**src/rtl/adc_seq_pkg.sv**
```systemverilog
package adc_seq_pkg;

    typedef enum logic [1:0] {
        ST_POR   = 2'd0,
        ST_CONV  = 2'd1,
        ST_SLEEP = 2'd2,
        ST_DATA  = 2'd3
    } seq_state_e;

    typedef struct packed {
        seq_state_e state;
    } seq_regs_t;

endpackage

```
**src/rtl/adc_pin_sync.sv**
```systemverilog
// Multi-stage synchroniser with one history stage per pin.
module adc_pin_sync #(
    parameter int unsigned         N_PINS  = 2,
    parameter int unsigned         STAGES  = 2,
    parameter logic [N_PINS-1:0]   RST_VAL = '1
) (
    input  logic              clk,
    input  logic              rst_n,
    input  logic [N_PINS-1:0] pins_i,
    output logic [N_PINS-1:0] level_o,
    output logic [N_PINS-1:0] prev_o
);
    localparam int unsigned CHAIN = STAGES + 1;

    for (genvar g = 0; g < N_PINS; g++) begin : g_pin
        logic [CHAIN-1:0] chain_d, chain_q;

        always_comb begin
            chain_d = {chain_q[CHAIN-2:0], pins_i[g]};
        end

        always_ff @(posedge clk or negedge rst_n) begin
            if (!rst_n) chain_q <= {CHAIN{RST_VAL[g]}};
            else        chain_q <= chain_d;
        end

        assign level_o[g] = chain_q[STAGES-1];
        assign prev_o[g]  = chain_q[STAGES];
    end
endmodule

```
**src/rtl/adc_cycle_timer.sv**
```systemverilog
// Counts while run_i is high; done_o pulses on the last cycle of the window.
module adc_cycle_timer #(
    parameter int unsigned CNT_W = 8
) (
    input  logic             clk,
    input  logic             rst_n,
    input  logic             run_i,
    input  logic [CNT_W-1:0] limit_i,
    output logic             done_o
);
    logic [CNT_W-1:0] cnt_d, cnt_q;

    assign done_o = run_i && (cnt_q == limit_i - CNT_W'(1));

    always_comb begin
        if (!run_i || done_o) cnt_d = '0;
        else                  cnt_d = cnt_q + CNT_W'(1);
    end

    always_ff @(posedge clk or negedge rst_n) begin
        if (!rst_n) cnt_q <= '0;
        else        cnt_q <= cnt_d;
    end

    // a timing window never runs past its limit
    p_cnt_bound_r2: assert property (@(posedge clk) disable iff (!rst_n)
        run_i |-> (cnt_q < limit_i));
endmodule

```
**src/rtl/adc_out_shifter.sv**
```systemverilog
// Result holding register with MSB-first shifting and bit counter.
module adc_out_shifter #(
    parameter int unsigned DATA_W = 16
) (
    input  logic              clk,
    input  logic              rst_n,
    input  logic              load_i,
    input  logic [DATA_W-1:0] data_i,
    input  logic              shift_i,
    output logic [DATA_W-1:0] word_o,
    output logic              msb_o,
    output logic              last_o
);
    localparam int unsigned BIT_W = $clog2(DATA_W + 1);

    logic [DATA_W-1:0] word_d, word_q;
    logic [BIT_W-1:0]  bit_d,  bit_q;

    always_comb begin
        word_d = word_q;
        bit_d  = bit_q;
        if (load_i) begin
            word_d = data_i;
            bit_d  = '0;
        end else if (shift_i) begin
            word_d = {word_q[DATA_W-2:0], 1'b0};
            bit_d  = bit_q + BIT_W'(1);
        end
    end

    always_ff @(posedge clk or negedge rst_n) begin
        if (!rst_n) begin
            word_q <= '0;
            bit_q  <= '0;
        end else begin
            word_q <= word_d;
            bit_q  <= bit_d;
        end
    end

    assign word_o = word_q;
    assign msb_o  = word_q[DATA_W-1];
    assign last_o = (bit_q == BIT_W'(DATA_W - 1));

    // the bit position never leaves the word
    p_bit_range_r7: assert property (@(posedge clk) disable iff (!rst_n)
        bit_q < BIT_W'(DATA_W));
endmodule

```
**src/rtl/adc_cycle_seq.sv**
```systemverilog
module adc_cycle_seq
    import adc_seq_pkg::*;
#(
    parameter int unsigned DATA_W      = 16,
    parameter int unsigned CONV_CYCLES = 1660000,
    parameter int unsigned POR_CYCLES  = 50000,
    parameter int unsigned SYNC_STAGES = 2
) (
    input  logic              clk,
    input  logic              rst_n,
    input  logic              cs_n_i,
    input  logic              sclk_i,
    input  logic [DATA_W-1:0] result_i,
    output logic              sdo_o,
    output logic              sdo_oe_o,
    output logic              por_o,
    output logic              conv_o,
    output logic              low_power_o
);
    localparam int unsigned LONGEST = (CONV_CYCLES > POR_CYCLES) ? CONV_CYCLES : POR_CYCLES;
    localparam int unsigned TMR_W   = $clog2(LONGEST + 1);
    localparam logic [TMR_W-1:0] CONV_LIM = TMR_W'(CONV_CYCLES);
    localparam logic [TMR_W-1:0] POR_LIM  = TMR_W'(POR_CYCLES);
    localparam int unsigned PIN_CS   = 1;
    localparam int unsigned PIN_SCLK = 0;

    seq_regs_t r_d, r_q;

    logic [1:0] pin_lvl, pin_prev;
    logic cs_s, sclk_s, cs_rise, sclk_fall;
    logic tmr_run, tmr_done;
    logic [TMR_W-1:0] tmr_limit;
    logic sh_load, sh_shift, sh_msb, sh_last;
    logic [DATA_W-1:0] sh_word;

    adc_pin_sync #(
        .N_PINS (2),
        .STAGES (SYNC_STAGES),
        .RST_VAL(2'b11)
    ) u_sync (
        .clk    (clk),
        .rst_n  (rst_n),
        .pins_i ({cs_n_i, sclk_i}),
        .level_o(pin_lvl),
        .prev_o (pin_prev)
    );

    assign cs_s      = pin_lvl[PIN_CS];
    assign sclk_s    = pin_lvl[PIN_SCLK];
    assign cs_rise   = pin_lvl[PIN_CS] & ~pin_prev[PIN_CS];
    assign sclk_fall = ~pin_lvl[PIN_SCLK] & pin_prev[PIN_SCLK];

    assign tmr_run   = (r_q.state == ST_POR) || (r_q.state == ST_CONV);
    assign tmr_limit = (r_q.state == ST_POR) ? POR_LIM : CONV_LIM;

    adc_cycle_timer #(
        .CNT_W(TMR_W)
    ) u_timer (
        .clk    (clk),
        .rst_n  (rst_n),
        .run_i  (tmr_run),
        .limit_i(tmr_limit),
        .done_o (tmr_done)
    );

    adc_out_shifter #(
        .DATA_W(DATA_W)
    ) u_shift (
        .clk    (clk),
        .rst_n  (rst_n),
        .load_i (sh_load),
        .data_i (result_i),
        .shift_i(sh_shift),
        .word_o (sh_word),
        .msb_o  (sh_msb),
        .last_o (sh_last)
    );

    always_comb begin
        r_d      = r_q;
        sh_load  = 1'b0;
        sh_shift = 1'b0;
        unique case (r_q.state)
            ST_POR: begin
                if (tmr_done) r_d.state = ST_CONV;
            end
            ST_CONV: begin
                if (tmr_done) begin
                    sh_load   = 1'b1;
                    r_d.state = ST_SLEEP;
                end
            end
            ST_SLEEP: begin
                if (!cs_s && !sclk_s) r_d.state = ST_DATA;
            end
            ST_DATA: begin
                if (cs_rise) begin
                    r_d.state = ST_CONV;
                end else if (sclk_fall) begin
                    if (sh_last) r_d.state = ST_CONV;
                    else         sh_shift  = 1'b1;
                end
            end
            default: r_d.state = ST_POR;
        endcase
    end

    always_ff @(posedge clk or negedge rst_n) begin
        if (!rst_n) r_q.state <= ST_POR;
        else        r_q       <= r_d;
    end

    always_comb begin
        unique case (r_q.state)
            ST_DATA:  sdo_o = sh_msb;
            ST_SLEEP: sdo_o = 1'b0;
            default:  sdo_o = 1'b1;
        endcase
    end

    assign sdo_oe_o    = ~cs_s;
    assign por_o       = (r_q.state == ST_POR);
    assign conv_o      = (r_q.state == ST_CONV);
    assign low_power_o = (r_q.state == ST_SLEEP) && cs_s;

    // the reset sequence always hands over to a conversion
    p_por_to_conv_r1: assert property (@(posedge clk) disable iff (!rst_n)
        $fell(por_o) |-> conv_o);

    // a conversion continues until its timer expires
    p_conv_no_abort_r2: assert property (@(posedge clk) disable iff (!rst_n)
        (r_q.state == ST_CONV && !tmr_done) |=> (r_q.state == ST_CONV));

    // sleep is kept while either pin is high
    p_sleep_wait_r3: assert property (@(posedge clk) disable iff (!rst_n)
        (r_q.state == ST_SLEEP && (cs_s || sclk_s)) |=> (r_q.state == ST_SLEEP));

    // the low-power indication implies the output is released
    p_lp_released_r4: assert property (@(posedge clk) disable iff (!rst_n)
        low_power_o |-> !sdo_oe_o);

    // final falling edge restarts conversion
    p_last_edge_r8: assert property (@(posedge clk) disable iff (!rst_n)
        (r_q.state == ST_DATA && !cs_rise && sclk_fall && sh_last) |=> conv_o);

    // chip-select rise aborts the read
    p_abort_r9: assert property (@(posedge clk) disable iff (!rst_n)
        (r_q.state == ST_DATA && cs_rise) |=> conv_o);

    // captured word frozen across sleep
    p_word_hold_r10: assert property (@(posedge clk) disable iff (!rst_n)
        (r_q.state == ST_SLEEP) |=> (r_q.state != ST_SLEEP || sh_word == $past(sh_word)));
endmodule

```
**config.mk**
```make
export PLATFORM = sky130hd
export DESIGN_NAME = adc_cycle_seq
export DESIGN_NICKNAME = d
export VERILOG_FILES = /design/src/rtl/adc_seq_pkg.sv /design/src/rtl/adc_pin_sync.sv /design/src/rtl/adc_cycle_timer.sv /design/src/rtl/adc_out_shifter.sv /design/src/rtl/adc_cycle_seq.sv
export SDC_FILE = /design/constraint.sdc
export NUM_CORES = 1
export LEC_CHECK = 0
export BUFFER_PORTS_ARGS = -buffer_cell sky130_fd_sc_hd__buf_2
export CAP_MARGIN = 30
export CORE_UTILIZATION = 49
export CTS_CLUSTER_DIAMETER = 120
export DETAILED_ROUTE_END_ITERATION = 16
export PLACE_DENSITY = 0.67
export SYNTH_ARGS = -nofsm -noshare
export SYNTH_HDL_FRONTEND = slang
export SYNTH_SLANG_ARGS = --single-unit
export TNS_END_PERCENT = 1
```
**constraint.sdc**
```tcl
create_clock -name clk -period 3.3 [get_ports clk]
set_input_delay 0.33 -clock clk [delete_from_list [all_inputs] [get_ports clk]]
set_output_delay 0.33 -clock clk [all_outputs]
set_load 0.01 [all_outputs]
```
-- Yosys cells after proc, flatten, opt, wreduce, memory -nomap -nowiden
Index checks and enable logic that the tools add are counted.
- output and inout bits: 5
- bits in registers: 50
- word-level logic and storage cells: 55
- bits of input ports: 20
- equal/unequal tests: 10
- $add $sub $neg: 3
- bitwise operators: 5
- muxes and demuxes: 20
- reductions and logical operators: 11
- operators with widths (kind ; number):
    $mux 21 ; 2
    $mux 16 ; 2
    $add 21x1->21 const B ; 1
    $eq 21x21->1 ; 1
    $sub 21x1->21 const B ; 1
    $mux 2 ; 6
    $mux 5 ; 2
    $pmux 2 s4 ; 1
    $mux 1 ; 6
    $ne 3x3->1 const B ; 2
    $add 5x1->5 const B ; 1
    $eq 5x4->1 const B ; 1
    $reduce_and 5->1 ; 1
    $eq 2x2->1 const B ; 2
    $ne 2x1->1 const B ; 2
    $logic_and 1x1->1 ; 3
    $logic_not 1->1 ; 3
    $not 1->1 ; 3
    $and 1x1->1 ; 2
    $eq 2x1->1 const B ; 1
    $logic_not 2->1 ; 1
    $logic_or 1x1->1 ; 2
    $ne 2x2->1 const B ; 1
    $pmux 1 s2 ; 1
    $reduce_bool 2->1 ; 1

-- Longest topological paths before layout
Gate-level depths: netlist of run 1.
- depth after elaboration: 8
- gate-level depth with buffers: 9
- depth with buffers taken out: 8

-- Modules after synthesis
Synthesis of run 1 repeated with hierarchy kept, for this count alone.
- cell total of the unflattened synthesis: 343
- area total of the unflattened synthesis: 3289.4 sq um
- modules (own cells, without submodules) (module ; times used ; sequential area each (sq um) ; area each (sq um) ; cells an instance):
    adc_cycle_timer ; 1 ; 525.5 ; 1831.8 ; 212
    adc_out_shifter ; 1 ; 525.5 ; 1022.2 ; 94
    adc_cycle_seq ; 1 ; 50.0 ; 247.7 ; 27
    adc_pin_sync ; 1 ; 157.7 ; 187.7 ; 10

-- Worst setup path after synthesis of run 1
OpenSTA, ideal clock, no wires.
- kind: register to register
- start: reg r_q[0] (netlist bit)
- end: reg r_q[1] (netlist bit)
- data arrival time: 2.239 ns
- required time: 3.172 ns
- cell stages (with the launch flop): 8
- setup slack: 0.934 ns
- buffers on the path: 0
- period minus slack after synthesis: 2.366 ns
- setup time: 0.128 ns
- cells stage by stage: dfrtp_1 > inv_1 > ha_1 > or4b_4 > a2111oi_4 > o21ai_2 > a21oi_2 > mux2_1
- word-level cells in the longest chain between the ends: 7
- elaborated cells between the ends (all ways): 16
- classes of those cells: 1 x add/sub; 9 x eq/ne; 2 x mux; 4 x reduce/logical
- ends and longest elaborated chain (item ; line ; source):
    start, declared ; adc_cycle_seq.sv:27 ; seq_regs_t r_d, r_q;
    start signal, assigned ; adc_cycle_seq.sv:110 ; else r_q <= r_d;
    $logic_not 2->1 * ; - ;
    via por_o ; adc_cycle_seq.sv:16 ; output logic por_o,
    $mux 21 ; adc_cycle_seq.sv:54 ; assign tmr_limit = (r_q.state == ST_POR) ? POR_LIM : CONV_LIM;
    $sub 21x1->21 ; adc_cycle_timer.sv:13 ; assign done_o = run_i && (cnt_q == limit_i - CNT_W'(1));
    $eq 21x21->1 ; adc_cycle_timer.sv:13 ;
    $logic_and 1x1->1 ; adc_cycle_timer.sv:13 ;
    $ne 2x1->1 (no source line) ; - ;
    $reduce_and 5->1 (no source line) ; - ;
Mark *: on every way through the listed nets, which the timed path passes. The rest lies on a longest branch.
A chain may end at the register's enable or synchronous reset.

-- Worst setup path in the final report of run 1
- start: reg r_q[0] (netlist bit)
- end: reg u_timer.cnt_q[7]
- word-level cells in the longest chain between the ends: 7
- elaborated cells between the ends (all ways): 10
- classes of those cells: 1 x add/sub; 2 x eq/ne; 2 x mux; 5 x reduce/logical
- ends and longest elaborated chain (item ; line ; source):
    $logic_not 2->1 ; adc_cycle_seq.sv:53, adc_cycle_seq.sv:54 ;
    $mux 21 ; adc_cycle_seq.sv:54 ;
    $sub 21x1->21 ; adc_cycle_timer.sv:13 ;
    $eq 21x21->1 ; adc_cycle_timer.sv:13 ;
    $logic_and 1x1->1 ; adc_cycle_timer.sv:13 ;
    $logic_or 1x1->1 * ; adc_cycle_timer.sv:16 ; if (!run_i || done_o) cnt_d = '0;
    $mux 21 * ; adc_cycle_timer.sv:16 ;
    via u_timer.cnt_d[7] ; adc_cycle_timer.sv:11 ; logic [CNT_W-1:0] cnt_d, cnt_q;
    end signal, assigned ; adc_cycle_timer.sv:22 ; else cnt_q <= cnt_d;
    end, declared ; adc_cycle_timer.sv:11 ;
Marked as above.

==> key figures, run 1 <==
Logic synthesis
  • Post-synthesis cell type count: 37
  • Yosys reg bits: 50
  • Yosys top cell area share: 0.4550
  • Syn nets: approximately 260
  • Synth warn: 0
  • Seq/Total Area, Yosys: 0.5202
  • Async SR Flop Fraction: 1.000
  • Synthesized area per cell: 10.52 µm²
  • Netlist Area Pre-Place: roughly 0.0024 mm²
  • Ys flop type: dfrtp_1
  • Yosys top cell by area: dfrtp_1
  • Top post-synthesis cells by area: dfrtp_1, nor2_1, mux2i_1
  • Post-Synthesis Cells: between 200 and 250
  • Number of synthesized flops with an enable pin: 0

Cells and area
  • Fill cells: 388
  • Share of cells above drive strength 1: 0.1776
  • Sequential cell area: around 0.0013 mm²
  • Final Non-Filler Cells: 326
  • Design area: 0.002731 mm²
  • Area occupied by multi-input gates: 0.001099 mm²
  • Antenna diodes: 0
  • Final nets: between 200 and 300
  • Area Growth Syn to Fin: 12.87%

Clocking
  • Setup Fix Bufs, Post-CTS: 0
  • Root buffer cell: clkbuf_8
  • Clk_lat worst skew: 310 ps
  • Post-CTS resize count: 0
  • H-tree depth: 2
  • Hold buffer count at CTS: 0
  • Total CTS buffers: 5
  • CTS tree: yes
  • CTS sink cnt: 50
  • Clock buffer depth: 2
  • CTS clk-pin slew, worst paths: roughly 100 ps

Timing
  • Fin. Hold Viols: 0
  • Period utilisation layout: 0.7931
  • Final setup margin: 682.7 ps
  • Setup TNS: 0 ps
  • Fmax: between 0.3 and 0.4 GHz
  • Setup violations, final: 0
  • RSZ-0062 raised after global routing: no
  • Tmin final: 2617 ps
  • Rel. slew slack: 0.5578
  • Fin. max-slew vios: 0
  • Final Skew: 14.09 ps
  • Worst Max-Slew Pin Slew: 657.3 ps

Die
  • Chip height: 72.28 µm
  • Std-Cell Rows: 25
  • Core area: 0.004723 mm²
  • Top-Level Pins: 25
  • Area of the die: about 0.0052 mm²
  • Initial Util: 0.5123
  • Die Wd: 72.28 µm

Setup path
  • Crit path max-delay cell type: nand2_1
  • Worst Setup End Kind: flop
  • WP buf/inv: 1
  • Critical Path Fanout Max: 20
  • Worst path max stage delay: approximately 530 ps
  • Largest delay contributor family on the critical path: simple AND/OR/NAND/NOR gates
  • Kind of critical path: flop to flop
  • CP Cell Sequence: inv_1 -> ha_1 -> or4b_4 -> a2111oi_4 -> o21ai_2 -> nand2_1 -> nor2_1
  • Crit path required time: 3450 ps
  • Critical Path Source Type: flop
  • Worst Path Arrival: 2770 ps

Drt
  • DRC viols: 0
  • Drt wl/cell: around 13 µm
  • Routed vias: 1627
  • Vias per cell: 4.991
  • DR iter-0 viols: 57
  • Routed Antenna Nets: 0
  • Drt pass-1 iters: 4
  • DRT Wirelength: 4.218 mm

Placed design
  • Placed instance count: 318
  • Detailed placer's ending HPWL: approximately 3.0 mm
  • Gp weighted congestion: 0.7412
  • Area after DPL: roughly 0.0026 mm²
  • Dpl ws: 670.9 ps
  • PortBufs: 24

Status
  • Status: finished clean

GRT
  • Total gr overflow: 0
  • Initial antenna violation count: 0
  • Global Route Usage Sum: 0.1922
  • First-pass GRT wire length: approximately 7.6 mm
  • Vias in the first global route: 1661
  • Largest net degree at the start of global routing: 33

Power and ir drop
  • Peak supply drop: between 0.2 and 0.25 mV
  • P per Cell Area: around 400 mW/mm²
  • Leakage: 1.335 nW

Hold path
  • Hold crit path type: input pin to asynchronous set/reset pin

Run
  • Max-Cap Viols: 0
## layout by cell type (no fill, tap or decap), types with 2 or more instances in the layout
cell,synthesis,final
xor2_1,16,16
buf_2,5,24
nand4b_1,2,2
nor4b_1,2,2
and3_1,3,3
nor4_1,2,2
ha_1,8,8
dfstp_2,6,6
dfrtp_1,44,44
nand3_1,9,9
nor2_1,47,47
a21oi_1,16,16
xnor2_1,6,6
nand2_1,10,10
nand4_1,6,6
clkbuf_8,0,5
inv_1,8,8
and4_1,3,3
mux2i_1,17,17
buf_4,0,4
## per-layer routing
layer / global-route usage / routed length (µm)
met5: 0 / 0
met3: 0.06250 / 144
met4: 0.05447 / 28
met2: 0.3136 / 2000
met1: 0.2461 / 2044
## sequential cells by signal (all words and copies together), names as in the netlist
name                  cells
u_shift.bit_q             5
u_sync.g_pin.chain_q      6
u_shift.word_o           16
r_q                       2
u_timer.cnt_q            21
## power by group
group / total (W) / internal (W) / leakage [nW] / switching [W]
clock network: 0.000432 / 0.000226 / 0.0514 / 0.000206
logic: 0.0000368 / 0.0000170 / 0.660 / 0.0000199
registers: 0.000635 / 0.000628 / 0.624 / 0.00000715
## area by class of cell
cell class	instances	share of cell area
Sequential cell	50	0.4608
Multi-Input combinational cell	165	0.4022
Timing Repair Buffer	28	0.05497
Tap cell	67	0.03069
Clock buffer	6	0.02657
Clock inverter	2	0.01374
Inverter	8	0.01099
## worst reg2reg max path, delay by kind of cell, from the launching register on
kind                       cells  cell delay (ps)
AOI/OAI and AO/OA              2              540
and+or+nand+nor                3             1160
DFF                            1              420
adders and majority gates      1              240
buffers and inverters          1              110
## per-stage QoR
stage / total power (W) / utilization / hold slack [ps]
finish: 0.001104 / 0.5783 / 12.00
global route: 0.001148 / 0.5783 / 53.75
CTS: 0.001116 / 0.5783 / 27.28
detailed placement: 0.0006855 / 0.5550 / 347.8
global placement: 0.0006846 / 0.5550 / 346.2
floorplan: 0.0006576 / - / 34.41
## cells by family (layout without fill, tap and decap cells)
kind of cell | Yosys count | in the layout | synth area share
AO/OA/AOI/OAI | 24 | 24 | 0.06464
XOR/XNOR | 22 | 22 | 0.07963
adder cells (fa/ha/maj) | 8 | 8 | 0.04137
buffers and inverters | 15 | 44 | 0.02585
flip-flops | 50 | 50 | 0.5202
multiplexers | 18 | 18 | 0.07497
AND/OR/NAND/NOR | 93 | 93 | 0.1934
## cells in the mapped netlist, types with 2 or more instances
library cell / number
a21oi_1: 16
and3_1: 3
and4_1: 3
buf_2: 5
clkbuf_1: 2
dfrtp_1: 44
dfstp_2: 6
ha_1: 8
inv_1: 8
mux2i_1: 17
nand2_1: 10
nand3_1: 9
nand4_1: 6
nand4b_1: 2
nor2_1: 47
nor4_1: 2
nor4b_1: 2
xnor2_1: 6
xor2_1: 16
## worst paths after layout
check,start,cells past startpoint,endpoint,slack (ps)
worst max-delay path,r_q[0]$_DFFE_PN0P_,7,u_timer.cnt_q[7]$_DFF_PN0_,680
worst min-delay path,rst_n,1,u_shift.word_o[9]$_DFFE_PN0P_,10
worst max register to register,r_q[0]$_DFFE_PN0P_,7,u_timer.cnt_q[7]$_DFF_PN0_,680
worst min register to register,u_sync.g_pin[0].chain_q[0]$_DFF_PN1_,0,u_sync.g_pin[0].chain_q[1]$_DFF_PN1_,360
max in group asynchronous,rst_n,2,u_shift.word_o[5]$_DFFE_PN0P_,2550
min in group clk,sclk_i,1,u_sync.g_pin[0].chain_q[0]$_DFF_PN1_,110
Note: power is estimated with default switching activity, not from simulation.
==> run 2, diff against run 1 <==
ABC_AREA = 1   (was unset)
PLACE_DENSITY = 0.69   (was 0.67)
clock period = 2.4 ns   (was 3.3 ns; I/O delays follow)
==> run 2 against run 1 <==
Critical endpoint is now u_timer.cnt_q[14]$_DFF_PN0_. Final area is 15% higher. Non-clock buffer count increased by 2. Combinational power is 2% lower. Sequential share of layout area shrank 6.1 points. Largest power group unchanged. Critical path type unchanged. Maximum frequency grew 27%. Largest cell class is now multi-input combinational cells. First-iteration DRC count rose to 3.3 times the previous value. Count of clock-buffer cells in the layout grew 2. Sequential cell count is the same.
==> key figures, run 2 <==
Die
  • Top-Level Pins: 25
  • Area of the die: between 0.006 and 0.007 mm²
  • Die Wd: between 70 and 80 µm
  • Initial Util: 0.5140
  • Std-Cell Rows: 27
  • Chip height: around 80 µm
  • Core area: between 0.005 and 0.006 mm²

Clocking
  • H-tree depth: 2
  • Setup Fix Bufs, Post-CTS: 0
  • CTS sink cnt: 50
  • CTS clk-pin slew, worst paths: 80 ps
  • Root buffer cell: clkbuf_8
  • Clk_lat worst skew: roughly 300 ps
  • Clock buffer depth: 2
  • Total CTS buffers: 5
  • CTS tree: yes

Power and ir drop
  • P per Cell Area: approximately 440 mW/mm²
  • Leakage: approximately 1.5 nW
  • Peak supply drop: 0.2138 mV

Placed design
  • Area after DPL: 0.003047 mm²
  • PortBufs: 24
  • Gp weighted congestion: 0.9041
  • Detailed placer's ending HPWL: 4.200 mm

Setup path
  • Critical Path Fanout Max: 15
  • Worst Setup End Kind: flop
  • Crit path required time: 2590 ps
  • Critical Path Source Type: flop
  • Worst Path Arrival: 2250 ps
  • Kind of critical path: flop to flop

Drt
  • Drt wl/cell: 12.27 µm
  • Vias per cell: between 5 and 6
  • Routed Antenna Nets: 0
  • DRC viols: 0
  • DRT Wirelength: just under 6 mm
  • Routed vias: 2432
  • DR iter-0 viols: 187
  • Drt pass-1 iters: 5

Run
  • Max-Cap Viols: 0

Logic synthesis
  • Seq/Total Area, Yosys: 0.4420
  • Top post-synthesis cells by area: dfrtp_1, nand2_1, nand3_1
  • Syn nets: between 400 and 500
  • Post-synthesis cell type count: 26
  • Number of synthesized flops with an enable pin: 0
  • Yosys top cell area share: 0.3866
  • Async SR Flop Fraction: 1.000
  • Netlist Area Pre-Place: 0.002848 mm²
  • Yosys top cell by area: dfrtp_1
  • Top-count cell post-synth: nand2_1
  • List of most frequent post-synthesis cells: nand2_1, nor2_1, nand3_1, inv_1, dfrtp_1
  • Synth warn: 0
  • Post-Synthesis Cells: ~380
  • Yosys reg bits: 50
  • Ys flop type: dfrtp_1
  • Synthesized area per cell: 7.435 µm²

Cells and area
  • Fill cells: 523
  • Sequential cell area: 0.001259 mm²
  • Biggest register: u_timer.cnt_q
  • Fin util: 0.5675
  • Max reg flops: 21
  • Final nets: 437
  • Share of cells above drive strength 1: 0.1317
  • Commonest non-fill, non-tap cell in the layout: nand2_1
  • Antenna diodes: 0
  • Design area: 0.003144 mm²
  • Most frequent cells in the layout: nand2_1, nor2_1, nand3_1, inv_1, dfrtp_1
  • Area Growth Syn to Fin: 10.41%
  • Area occupied by multi-input gates: 0.001360 mm²

GRT
  • First-pass GRT wire length: 10.42 mm
  • Largest net degree at the start of global routing: 51
  • Total gr overflow: 0
  • Initial antenna violation count: 0
  • Global Route Usage Sum: 0.2152
  • Vias in the first global route: around 2300

Status
  • Status: finished clean

Timing
  • Fin. Hold Viols: 0
  • Fmax: between 0.4 and 0.5 GHz
  • Final Skew: 8.161 ps
  • RSZ-0062 raised after global routing: no
  • Worst Max-Slew Pin Slew: around 880 ps
  • Setup TNS: 0 ps
  • Rel. slew slack: 0.4157
  • Period utilisation layout: 0.8595
  • Fin. max-slew vios: 0
  • Tmin final: 2063 ps
  • Setup violations, final: 0

Hold path
  • Hold crit path type: input pin to flop
==> run 2: cell types whose count changed after synthesis, sizes merged, moves of 3 or more <==
cell and delta:
nor3b +3, nor2 +23, xnor2 -4, nand2 +75
mux2i -17, and4 -3, buf +3, a21oi -12
xor2 -4, and3 -3, nand3 +53, inv +40
nor3 +12
==> run 2: repair_timing <==
item | CTS | global route
setup endpoints to repair | 0 | 5
hold buffers | 0 | 0
resized for setup | 0 | 2
==> run 2: area by class of cell <==
type,instances,share of cell area
clock buffers,8,0.02865
repair buffers,30,0.05253
multi-input cells,274,0.4325
flip-flops and latches,50,0.4003
well taps,72,0.02865
inverters,48,0.05730
==> run 2: worst paths after layout <==
kind | start | to | slack (ps) | cells past startpoint
worst max-delay path | r_q[0]$_DFFE_PN0P_ | u_timer.cnt_q[14]$_DFF_PN0_ | 340 | 11
worst min-delay path | sclk_i | u_sync.g_pin[0].chain_q[0]$_DFF_PN1_ | 40 | 1
worst max register to register | r_q[0]$_DFFE_PN0P_ | u_timer.cnt_q[14]$_DFF_PN0_ | 340 | 11
max in group asynchronous | rst_n | u_timer.cnt_q[10]$_DFF_PN0_ | 1950 | 2
min in group asynchronous | rst_n | u_shift.word_o[14]$_DFFE_PN0P_ | 50 | 2
worst min register to register | u_sync.g_pin[0].chain_q[0]$_DFF_PN1_ | u_sync.g_pin[0].chain_q[1]$_DFF_PN1_ | 360 | 0
==> run 2: worst max-delay path, cell delays in order (launching register included) <==
cell	delay, ps
dfrtp_1	430
inv_1	90
ha_2	240
inv_1	160
nand2_1	70
nand2_1	90
nand3_2	90
nor2_4	120
nand3_2	110
nand2_2	270
buf_4	230
nor3b_1	60
==> run 2: stage by stage <==
stage               cells  hold slack [ps]  setup WS (ps)  total power (W)
floorplan             383           -55.59          556.1        0.0008722
finish                482            39.65          337.1         0.001394
global route          482            27.69          93.24         0.001446
global placement      474            348.6          402.9        0.0009074
CTS                   482            36.14          255.3         0.001408
detailed placement    474            348.2          255.7        0.0009081
==> run 2: metal layers <==
metal / share of wire / up-vias / GRT usage
li1: - / 1255 / -
met1: 0.50 / 1118 / 0.3113
met2: 0.44 / 51 / 0.3298
met3: 0.043 / 8 / 0.03605
met4: 0.014 / 0 / 0.06481
met5: 0 / - / 0
==> run 2: kinds of logic (layout without fill, tap and decap cells) <==
family                   Yosys count  after routing  share of synthesized area
AO/OA/AOI/OAI                     13             13                    0.02460
flip-flops                        50             50                     0.4420
buffers and inverters             59             86                    0.08304
AND/OR/NAND/NOR                  239            239                     0.3721
XOR/XNOR                          14             14                    0.04306
adder cells (fa/ha/maj)            8              8                    0.03515
==> run 2: power breakdown <==
group | internal, W | switching (W)
clock | 0.000236 | 0.000269
combinational | 0.0000131 | 0.0000230
sequential | 0.000851 | 0.00000253
total | 0.00110 | 0.000294
